`src/rtl/frt_pkg.sv`:
```
package frt_pkg;
    localparam int CNT_W      = 16;
    localparam int SEL_W      = 3;
    localparam int BIT_HALT   = 0;
    localparam int BIT_CLR    = 1;
    localparam int BIT_OVF    = 2;
    localparam int BIT_IE     = 3;
    localparam int BIT_SEL_LO = 4;
    localparam int BIT_EXT    = 7;

    typedef struct packed {
        logic             halt;
        logic             ie;
        logic [SEL_W-1:0] sel;
        logic             ext;
        logic             ovf;
    } ctl_t;
endpackage

```
`src/rtl/frt_tick_gen.sv`:
```
module frt_tick_gen #(
    parameter int SEL_W = 3,
    parameter int SYNC  = 2
) (
    input  logic             clk,
    input  logic             rst_n,
    input  logic [SEL_W-1:0] sel,
    input  logic             ext_en,
    input  logic             ext_in,
    output logic             tick
);
    localparam int PRE_W = (2 ** SEL_W) - 1;

    typedef struct packed {
        logic [PRE_W-1:0] pre;
        logic [SYNC-1:0]  sync;
        logic             last;
    } tg_t;

    tg_t              s_d, s_q;
    logic [PRE_W-1:0] mask;

    always_comb begin
        for (int i = 0; i < PRE_W; i++) begin
            mask[i] = (i < int'(sel));
        end
        s_d      = s_q;
        s_d.pre  = s_q.pre + 1'b1;
        s_d.sync = {s_q.sync[SYNC-2:0], ext_in};
        s_d.last = s_q.sync[SYNC-1];
        if (ext_en) begin
            tick = s_q.sync[SYNC-1] & ~s_q.last;
        end else begin
            tick = ((s_q.pre & mask) == mask);
        end
    end

    always_ff @(posedge clk or negedge rst_n) begin
        if (!rst_n) s_q <= '0;
        else        s_q <= s_d;
    end
endmodule

```
`src/rtl/frt_counter.sv`:
```
module frt_counter #(
    parameter int CNT_W = 16
) (
    input  logic             clk,
    input  logic             rst_n,
    input  logic             run,
    input  logic             tick,
    input  logic             clr,
    input  logic             load,
    input  logic [CNT_W-1:0] load_val,
    output logic [CNT_W-1:0] cnt,
    output logic             wrap
);
    typedef struct packed {
        logic [CNT_W-1:0] cnt;
    } ct_t;

    ct_t s_d, s_q;

    always_comb begin
        s_d  = s_q;
        wrap = 1'b0;
        if (clr) begin
            s_d.cnt = '0;
        end else if (load) begin
            s_d.cnt = load_val;
        end else if (run && tick) begin
            s_d.cnt = s_q.cnt + 1'b1;
            wrap    = &s_q.cnt;
        end
        cnt = s_q.cnt;
    end

    always_ff @(posedge clk or negedge rst_n) begin
        if (!rst_n) s_q <= '0;
        else        s_q <= s_d;
    end
endmodule

```
`src/rtl/frt_ctl_regs.sv`:
```
module frt_ctl_regs
    import frt_pkg::*;
#(
    parameter int DW = 16
) (
    input  logic          clk,
    input  logic          rst_n,
    input  logic          wr_ctl,
    input  logic [DW-1:0] wdata,
    input  logic          wrap,
    output ctl_t          ctl
);
    ctl_t s_d, s_q;

    always_comb begin
        s_d = s_q;
        if (wr_ctl) begin
            s_d.halt = wdata[BIT_HALT];
            s_d.ie   = wdata[BIT_IE];
            s_d.sel  = wdata[BIT_SEL_LO +: SEL_W];
            s_d.ext  = wdata[BIT_EXT];
            if (!wdata[BIT_OVF]) s_d.ovf = 1'b0;
        end
        if (wrap) s_d.ovf = 1'b1;
        ctl = s_q;
    end

    always_ff @(posedge clk or negedge rst_n) begin
        if (!rst_n) s_q <= '0;
        else        s_q <= s_d;
    end
endmodule

```
`src/rtl/frt_timer.sv`:
```
module frt_timer
    import frt_pkg::*;
#(
    parameter int W      = CNT_W,
    parameter int SEL_WD = SEL_W,
    parameter int SYNC_N = 2
) (
    input  logic         clk,
    input  logic         rst_n,
    input  logic         bus_wr,
    input  logic         bus_sel,
    input  logic [W-1:0] bus_wdata,
    output logic [W-1:0] bus_rdata,
    input  logic         ext_tick_i,
    output logic [W-1:0] count_o,
    output logic         irq_o
);
    ctl_t         ctl;
    logic         wr_ctl, wr_cnt, cnt_tick, cnt_wrap, sw_clr, ld;
    logic [W-1:0] cnt;
    logic [W-1:0] ctl_rd;

    always_comb begin
        wr_ctl = bus_wr & ~bus_sel;
        wr_cnt = bus_wr & bus_sel;
        sw_clr = wr_ctl & bus_wdata[BIT_CLR];
        ld     = wr_cnt & ctl.halt;
        ctl_rd = '0;
        ctl_rd[BIT_HALT]                = ctl.halt;
        ctl_rd[BIT_OVF]                 = ctl.ovf;
        ctl_rd[BIT_IE]                  = ctl.ie;
        ctl_rd[BIT_SEL_LO +: SEL_W]     = ctl.sel;
        ctl_rd[BIT_EXT]                 = ctl.ext;
        bus_rdata = bus_sel ? cnt : ctl_rd;
        count_o   = cnt;
        irq_o     = ctl.ovf & ctl.ie;
    end

    frt_ctl_regs #(.DW(W)) u_regs (
        .clk   (clk),
        .rst_n (rst_n),
        .wr_ctl(wr_ctl),
        .wdata (bus_wdata),
        .wrap  (cnt_wrap),
        .ctl   (ctl)
    );

    frt_tick_gen #(.SEL_W(SEL_WD), .SYNC(SYNC_N)) u_tick (
        .clk   (clk),
        .rst_n (rst_n),
        .sel   (ctl.sel),
        .ext_en(ctl.ext),
        .ext_in(ext_tick_i),
        .tick  (cnt_tick)
    );

    frt_counter #(.CNT_W(W)) u_cnt (
        .clk     (clk),
        .rst_n   (rst_n),
        .run     (~ctl.halt),
        .tick    (cnt_tick),
        .clr     (sw_clr),
        .load    (ld),
        .load_val(bus_wdata),
        .cnt     (cnt),
        .wrap    (cnt_wrap)
    );
endmodule

```
`config.mk`:
```
export PLATFORM = sky130hd
export DESIGN_NAME = frt_timer
export DESIGN_NICKNAME = d
export VERILOG_FILES = /design/src/rtl/frt_pkg.sv /design/src/rtl/frt_tick_gen.sv /design/src/rtl/frt_counter.sv /design/src/rtl/frt_ctl_regs.sv /design/src/rtl/frt_timer.sv
export SDC_FILE = /design/constraint.sdc
export NUM_CORES = 1
export LEC_CHECK = 0
export ABC_AREA = 1
export ABC_CLOCK_PERIOD_IN_PS = 1800
export BUFFER_PORTS_ARGS = -buffer_cell sky130_fd_sc_hd__buf_4
export CAP_MARGIN = 40
export CORE_ASPECT_RATIO = 1.4
export CORE_UTILIZATION = 30
export DETAILED_ROUTE_END_ITERATION = 7
export GPL_TIMING_DRIVEN = 0
export PLACE_DENSITY = 0.5
export SYNTH_ARGS = -nofsm -noshare
export SYNTH_HDL_FRONTEND = slang
export SYNTH_SLANG_ARGS = --single-unit
```
`constraint.sdc`:
```
create_clock -name clk -period 1.8 [get_ports clk]
set_input_delay 0.18 -clock clk [delete_from_list [all_inputs] [get_ports clk]]
set_output_delay 0.18 -clock clk [all_outputs]
set_load 0.05 [all_outputs]
```
==> impl_metrics.prom, run 1 <==
# TYPE chip_impl_metric gauge
chip_impl_metric{name="setup_tns",unit="ns"} 0
chip_impl_metric{name="cap_violations",unit=""} 0
chip_impl_metric{name="count_of_inserted_antenna_diode_cells",unit=""} 0
chip_impl_metric{name="routedWlPerCell",unit="um"} 13.4
chip_impl_metric{name="number_of_vias_per_cell_after_detailed_routing",unit=""} 4.67
chip_impl_info{name="clock_tree.root_cell",value="sky130_fd_sc_hd__clkbuf_8"} 1
chip_impl_metric{name="grt_first_pass_wirelength",unit="um"} 9970
chip_impl_metric{name="layout.core_utilization",unit="%"} 40.1
chip_impl_metric{name="cts.reportedPaths.clkPinSlew",unit="ns"} 0.07
chip_impl_metric{name="yosys.area.top_type_share",unit="%"} 37.8
chip_impl_metric{name="cts.path.max_buffers",unit=""} 2
chip_impl_metric{name="fraction_of_final_layout_cells_with_drive_strength_greater_than_1",unit="%"} 25.3
chip_impl_info{name="critPathKind",value="flop to flop"} 1
chip_impl_metric{name="tightestPinTransition",unit="ns"} 0.574
chip_impl_metric{name="core_area",unit="sq um"} 6980
chip_impl_metric{name="wirelength_routed",unit="um"} 6220
chip_impl_metric{name="syn-cell-area",unit="sq um"} 2180
chip_impl_metric{name="grt_start_max_net_pins",unit=""} 34
chip_impl_metric{name="seqCellArea",unit="sq um"} 827
chip_impl_metric{name="cts.repair_timing.setup_buffer_count",unit=""} 0
chip_impl_metric{name="synth_sequential_area_ratio",unit="%"} 37.8
chip_impl_metric{name="antenna_found_initial",unit=""} 0
chip_impl_metric{name="placement.cell_area",unit="sq um"} 2700
chip_impl_metric{name="placedCellCount",unit=""} 453
chip_impl_info{name="hold_path_class",value="primary input to flop"} 1
chip_impl_metric{name="finish.instance_area",unit="sq um"} 2800
chip_impl_metric{name="hpwl",unit="um"} 4720
chip_impl_metric{name="final.setup_skew",unit="ns"} 0.00834
chip_impl_metric{name="clk_lat_worst_skew",unit="ns"} 0.28
chip_impl_metric{name="yosys_warnings",unit=""} 0
chip_impl_metric{name="design.die.area",unit="sq um"} 7630
chip_impl_metric{name="hold_slack",unit="ns"} 0.153
chip_impl_metric{name="postSynthRegisterBits",unit=""} 33
chip_impl_metric{name="crit_arrival",unit="ns"} 1.80
chip_impl_metric{name="die_height",unit="um"} 103
chip_impl_info{name="rsz0062_at_grt",value="no"} 1
chip_impl_metric{name="design_power_total",unit="mW"} 4.02
chip_impl_metric{name="power_frac_seq",unit="%"} 31.5
chip_impl_metric{name="setup-violations-final",unit=""} 0
chip_impl_metric{name="final_number_of_hold_violating_endpoints",unit=""} 0
chip_impl_metric{name="detail_route.drc_violations",unit=""} 0
chip_impl_info{name="outcome",value="finished, final reports clean"} 1
chip_impl_metric{name="floorplan.die.width",unit="um"} 74.1
chip_impl_metric{name="p_int",unit="mW"} 1.88
chip_impl_metric{name="irDropWorstVdd",unit="V"} 0.000632
chip_impl_metric{name="switching_share",unit="%"} 53.3
chip_impl_metric{name="fillers",unit=""} 765
chip_impl_metric{name="groute.usage.overall",unit="%"} 17.3
chip_impl_metric{name="antenna_left",unit=""} 0
chip_impl_info{name="cts_tree",value="built"} 1
chip_impl_metric{name="floorplan.io_pins",unit=""} 54
chip_impl_metric{name="clock_sinks",unit=""} 33
chip_impl_metric{name="report.final.slew_viol_count",unit=""} 0
chip_impl_metric{name="fin_cells",unit=""} 463
chip_impl_metric{name="synthToLayoutAreaGrowth",unit="%"} 28.1
chip_impl_info{name="most_used_cells_in_the_layout_excluding_fill_and_tap_cells",value="sky130_fd_sc_hd__nand2_1 (98), sky130_fd_sc_hd__buf_4 (54), sky130_fd_sc_hd__inv_1 (33), sky130_fd_sc_hd__dfrtp_1 (32), sky130_fd_sc_hd__nand3_1 (31)"} 1
chip_impl_metric{name="clock.fmax",unit="MHz"} 628
chip_impl_info{name="type_of_destination_of_the_critical_path",value="flop"} 1
chip_impl_metric{name="syn_inst",unit=""} 306
chip_impl_metric{name="fin_nets",unit=""} 390
chip_impl_info{name="layout_commonest_cell",value="sky130_fd_sc_hd__nand2_1"} 1
chip_impl_info{name="cp-start-kind",value="flop"} 1
chip_impl_metric{name="power.density",unit="nW/um^2"} 1440
chip_impl_metric{name="core.rowCount",unit=""} 36
chip_impl_metric{name="timing.final.crit_period",unit="ns"} 1.59
chip_impl_metric{name="vias",unit=""} 2161
chip_impl_metric{name="syn_avg_cell_area",unit="sq um"} 7.14
chip_impl_metric{name="power_switching",unit="mW"} 2.14
chip_impl_metric{name="period_utilisation_layout",unit="%"} 88.5
chip_impl_metric{name="gr-total-overflow",unit=""} 0
chip_impl_metric{name="multi_input_area",unit="sq um"} 1160
chip_impl_metric{name="fin_ws",unit="ns"} 0.207
chip_impl_metric{name="drtPass1Iterations",unit=""} 5
chip_impl_metric{name="synth_fp_nets",unit=""} 329
chip_impl_metric{name="synthDistinctLibCells",unit=""} 34
chip_impl_info{name="synthDominantAreaCellType",value="sky130_fd_sc_hd__dfrtp_1"} 1
chip_impl_metric{name="placement.setup.worst_slack",unit="ns"} 0.203
chip_impl_metric{name="drt_iter0_markers",unit=""} 76
chip_impl_metric{name="combPwrFrac",unit="%"} 54.9
chip_impl_metric{name="power.leakage",unit="nW"} 1.47
chip_impl_metric{name="cts_repair_resize_count",unit=""} 0
chip_impl_metric{name="cp_data_required_time",unit="ns"} 2.00
chip_impl_metric{name="tritoncts.num_buffers",unit=""} 5
chip_impl_metric{name="clock_h_tree_levels",unit=""} 2
chip_impl_info{name="yosys-top-cells-area",value="sky130_fd_sc_hd__dfrtp_1 (38%), sky130_fd_sc_hd__nand2_1 (17%), sky130_fd_sc_hd__nand3_1 (7.1%)"} 1
chip_impl_metric{name="slew_headroom",unit="%"} 61.8
chip_impl_metric{name="via_count_of_the_first_global_routing_pass",unit=""} 2064
chip_impl_metric{name="floorplan.initialDensity",unit="%"} 31.3
chip_impl_metric{name="worstPathMaxFanout",unit=""} 5
chip_impl_metric{name="p_clk_share",unit="%"} 13.6
chip_impl_metric{name="numPortBuffers",unit=""} 52
chip_impl_metric{name="routabilityCongestion",unit=""} 0.810
chip_impl_metric{name="reg2reg_slack",unit="ns"} 0.21
[synth_stat cells (all sizes together)]
cell and count:
a21oi 8, and3 1, buf 5, clkbuf 3, clkinv 1, dfrtp 33
ha 2, inv 35, mux2 1, nand2 106, nand3 41, nand4 3
nor2 30, nor3 3, o21ai 23, o22ai 1, or2 2, xnor2 3
xor2 5
[power by group through the flow]
stage / logic [mW] / clock network [mW] / registers (mW)
global placement: 2.20 / 0 / 1.28
global route: 2.36 / 0.594 / 1.31
detailed placement: 2.22 / 0 / 1.28
floorplan: 1.04 / 0 / 1.76
finish: 2.21 / 0.546 / 1.27
CTS: 2.22 / 0.574 / 1.27
[cell type report]
cell class                 count  area share [%]
tap                           95            4.25
timing repair buffer          54            14.7
clock inverter                 2           0.358
buffer                         8            2.24
multi-input combinational    229            41.4
clock buffer                   6            2.59
inverter                      36            4.92
sequential                    33            29.6
[per-layer routing]
metal	share of wire, %	vias up	global-route usage [%]
li1	-	1091	-
met1	43	1023	20.4
met2	52	40	32.1
met3	3.2	7	2.83
met4	1.1	0	4.14
met5	0	-	0
[critical path, stage by stage, from the launching register on]
cell and delay (ns):
sky130_fd_sc_hd__dfrtp_1 0.44, sky130_fd_sc_hd__ha_1 0.23, sky130_fd_sc_hd__nand2_2 0.10, sky130_fd_sc_hd__nor2_2 0.23, sky130_fd_sc_hd__and3_1 0.22, sky130_fd_sc_hd__nand4_1 0.14
sky130_fd_sc_hd__o21ai_1 0.16
[repair_timing]
action	in CTS	in global routing
endpoints found under the hold margin	33	1
hold buffers	1	1
endpoints found under the setup margin	0	0
[sequential cells by signal (all words and copies together), names as in the netlist]
signal,flops
u_cnt.cnt,16
u_tick.s_q,8
u_regs.ctl,7
u_tick.s_d,2
[cells by family after synthesis]
kind of cell	count (synthesis)	synth area share [%]
and+or+nand+nor	186	40.6
buffers and inverters	44	9.16
DFF	33	37.8
AOI/OAI and AO/OA	32	7.56
xor gates and xnor gates	8	3.21
adders and majority gates	2	1.15
muxes	1	0.515
[final timing paths]
path	from	endpoint	cells after the start
min reg2reg	u_tick.s_d[2]	u_tick.s_d[0]	0
min	bus_wdata[4]	u_regs.ctl[2]	2
max reg2reg	u_cnt.cnt[0]	u_regs.ctl[0]	6
max in group asynchronous	rst_n	u_cnt.cnt[1]	2
min in group asynchronous	rst_n	u_cnt.cnt[0]	2
max	u_cnt.cnt[0]	u_regs.ctl[0]	6
Power figures use the tool's default switching activity.
==> run 2: changes to the inputs <==
REMOVE_ABC_BUFFERS = 1   (was unset)
==> impl_metrics.prom, run 2 (same netlist as run 1, synthesis figures left out) <==
# TYPE chip_impl_metric gauge
chip_impl_metric{name="floorplan.initialDensity",unit="%"} 31.3
chip_impl_metric{name="antenna_found_initial",unit=""} 0
chip_impl_metric{name="hpwl",unit="um"} 4290
chip_impl_metric{name="final.setup_skew",unit="ns"} 0.00475
chip_impl_metric{name="fin_nets",unit=""} 383
chip_impl_metric{name="fillers",unit=""} 774
chip_impl_info{name="outcome",value="finished, final reports clean"} 1
chip_impl_metric{name="report.final.slew_viol_count",unit=""} 0
chip_impl_metric{name="final_number_of_hold_violating_endpoints",unit=""} 0
chip_impl_metric{name="power.leakage",unit="nW"} 1.46
chip_impl_metric{name="min_delay_path_depth",unit=""} 2
chip_impl_info{name="type_of_destination_of_the_critical_path",value="flop"} 1
chip_impl_metric{name="vias",unit=""} 2054
chip_impl_metric{name="cp_data_required_time",unit="ns"} 1.98
chip_impl_info{name="min-delay-start",value="bus_wdata[4]"} 1
chip_impl_metric{name="timing.final.crit_period",unit="ns"} 1.61
chip_impl_metric{name="crit_arrival",unit="ns"} 1.80
chip_impl_metric{name="gr-total-overflow",unit=""} 0
chip_impl_metric{name="via_count_of_the_first_global_routing_pass",unit=""} 1968
chip_impl_metric{name="reg2reg_slack",unit="ns"} 0.19
chip_impl_info{name="cts_tree",value="built"} 1
chip_impl_metric{name="routedWlPerCell",unit="um"} 12.9
chip_impl_metric{name="grt_start_max_net_pins",unit=""} 34
chip_impl_info{name="critPathKind",value="flop to flop"} 1
chip_impl_info{name="clock_tree.root_cell",value="sky130_fd_sc_hd__clkbuf_8"} 1
chip_impl_metric{name="groute.usage.overall",unit="%"} 16.8
chip_impl_info{name="reg2reg_to",value="u_cnt.cnt[6]"} 1
chip_impl_metric{name="core_area",unit="sq um"} 6980
chip_impl_metric{name="clock_h_tree_levels",unit=""} 2
chip_impl_metric{name="core.rowCount",unit=""} 36
chip_impl_metric{name="cts.reportedPaths.clkPinSlew",unit="ns"} 0.07
chip_impl_metric{name="number_of_vias_per_cell_after_detailed_routing",unit=""} 4.50
chip_impl_info{name="crit-reg2reg-launch",value="u_cnt.cnt[1]"} 1
chip_impl_metric{name="ff2ff_path_depth",unit=""} 10
chip_impl_metric{name="tritoncts.num_buffers",unit=""} 5
chip_impl_metric{name="fraction_of_final_layout_cells_with_drive_strength_greater_than_1",unit="%"} 24.4
chip_impl_metric{name="drt_iter0_markers",unit=""} 67
chip_impl_metric{name="irDropWorstVdd",unit="V"} 0.000995
chip_impl_metric{name="floorplan.die.width",unit="um"} 74.1
chip_impl_info{name="holdPathEnd",value="u_regs.ctl[2]"} 1
chip_impl_metric{name="setup_tns",unit="ns"} 0
chip_impl_metric{name="synthToLayoutAreaGrowth",unit="%"} 27.4
chip_impl_metric{name="tightestPinTransition",unit="ns"} 0.443
chip_impl_metric{name="power.density",unit="nW/um^2"} 1490
chip_impl_metric{name="drtPass1Iterations",unit=""} 4
chip_impl_metric{name="numPortBuffers",unit=""} 53
chip_impl_info{name="rsz0062_at_grt",value="no"} 1
chip_impl_metric{name="count_of_inserted_antenna_diode_cells",unit=""} 0
chip_impl_metric{name="period_utilisation_layout",unit="%"} 89.7
chip_impl_metric{name="cts.repair_timing.setup_buffer_count",unit=""} 0
chip_impl_metric{name="setup-violations-final",unit=""} 0
chip_impl_metric{name="largest_register_ff_count",unit=""} 16
chip_impl_metric{name="grt_first_pass_wirelength",unit="um"} 9580
chip_impl_metric{name="clk_lat_worst_skew",unit="ns"} 0.28
chip_impl_metric{name="layout.core_utilization",unit="%"} 39.9
chip_impl_info{name="most_used_cells_in_the_layout_excluding_fill_and_tap_cells",value="sky130_fd_sc_hd__nand2_1 (98), sky130_fd_sc_hd__buf_4 (53), sky130_fd_sc_hd__inv_1 (33), sky130_fd_sc_hd__dfrtp_1 (33), sky130_fd_sc_hd__nand3_1 (31)"} 1
chip_impl_metric{name="clock.fmax",unit="MHz"} 620
chip_impl_info{name="hold_path_class",value="primary input to flop"} 1
chip_impl_metric{name="slew_headroom",unit="%"} 70.5
chip_impl_metric{name="wirelength_routed",unit="um"} 5890
chip_impl_info{name="layout_commonest_cell",value="sky130_fd_sc_hd__nand2_1"} 1
chip_impl_metric{name="antenna_left",unit=""} 0
chip_impl_metric{name="cap_violations",unit=""} 0
chip_impl_metric{name="hold_slack",unit="ns"} 0.144
chip_impl_metric{name="routabilityCongestion",unit=""} 0.824
chip_impl_metric{name="design_power_total",unit="mW"} 4.15
chip_impl_metric{name="clock_sinks",unit=""} 33
chip_impl_metric{name="floorplan.io_pins",unit=""} 54
chip_impl_metric{name="worstPathMaxFanout",unit=""} 6
chip_impl_metric{name="die_height",unit="um"} 103
chip_impl_metric{name="cts.path.max_buffers",unit=""} 2
chip_impl_metric{name="detail_route.drc_violations",unit=""} 0
chip_impl_metric{name="design.die.area",unit="sq um"} 7630
chip_impl_info{name="cp-start-kind",value="flop"} 1
==> run 2: through the flow <==
step	setup WS, ns	area, sq um	instances
2_1_floorplan	-0.365	2120	298
3_3_place_gp	0.000759	2640	446
3_5_place_dp	-0.00103	2640	446
4_1_cts	0.0597	2780	456
5_1_grt	0.0122	2780	456
6_report	0.186	2780	456
==> run 2: worst max path at each step <==
stage	start	to	cells after the start
after CTS	u_regs.ctl[6]	u_cnt.cnt[4]	6
after global placement	bus_sel	u_cnt.cnt[8]	7
after detailed placement	bus_sel	u_cnt.cnt[8]	7
after global routing	u_cnt.cnt[1]	u_cnt.cnt[6]	10
final	u_cnt.cnt[1]	u_cnt.cnt[6]	10
after floorplan	u_cnt.cnt[0]	bus_rdata[0]	2
==> run 2: cell type report <==
| cell class | count | area [sq um] | area share [%] |
|---|---|---|---|
| multi-input combinational | 229 | 1170 | 41.9 |
| sequential | 33 | 826 | 29.7 |
| timing repair buffer | 55 | 418 | 15.0 |
| inverter | 36 | 138 | 4.95 |
| tap | 95 | 119 | 4.27 |
| clock buffer | 7 | 86.3 | 3.10 |
| clock inverter | 1 | 30.0 | 1.08 |
==> run 2: report_power, final <==
part | switching [mW] | internal, mW | leakage (nW)
Clock | 0.282 | 0.452 | 0.0585
Sequential | 0.328 | 0.924 | 0.414
Combinational | 1.51 | 0.656 | 0.987
Total | 2.11 | 2.03 | 1.46
==> run 2: timing repair <==
action                                  4_1_cts  5_1_grt
gates resized for setup                       0        1
endpoints found under the setup margin        0       16
hold buffers                                  2        0
hold endpoints to repair                     34        0
==> run 2: worst max-delay path, cell delays in order (launching register included) <==
cell                      delay, ns
sky130_fd_sc_hd__dfrtp_1       0.46
sky130_fd_sc_hd__ha_1          0.24
sky130_fd_sc_hd__nand2_2       0.10
sky130_fd_sc_hd__nor2_2        0.18
sky130_fd_sc_hd__nand2_1       0.09
sky130_fd_sc_hd__nor2_1        0.10
sky130_fd_sc_hd__o21ai_1       0.07
sky130_fd_sc_hd__o21ai_1       0.11
sky130_fd_sc_hd__nor2_2        0.05
sky130_fd_sc_hd__nand2_2       0.06
sky130_fd_sc_hd__nand2_2       0.04
==> run 2: metal layers <==
| metal | track usage (%) | wire length (um) |
|---|---|---|
| met1 | 20.3 | 2580 |
| met2 | 29.7 | 3020 |
| met3 | 3.23 | 223 |
| met4 | 5.03 | 61 |
| met5 | 0 | 0 |
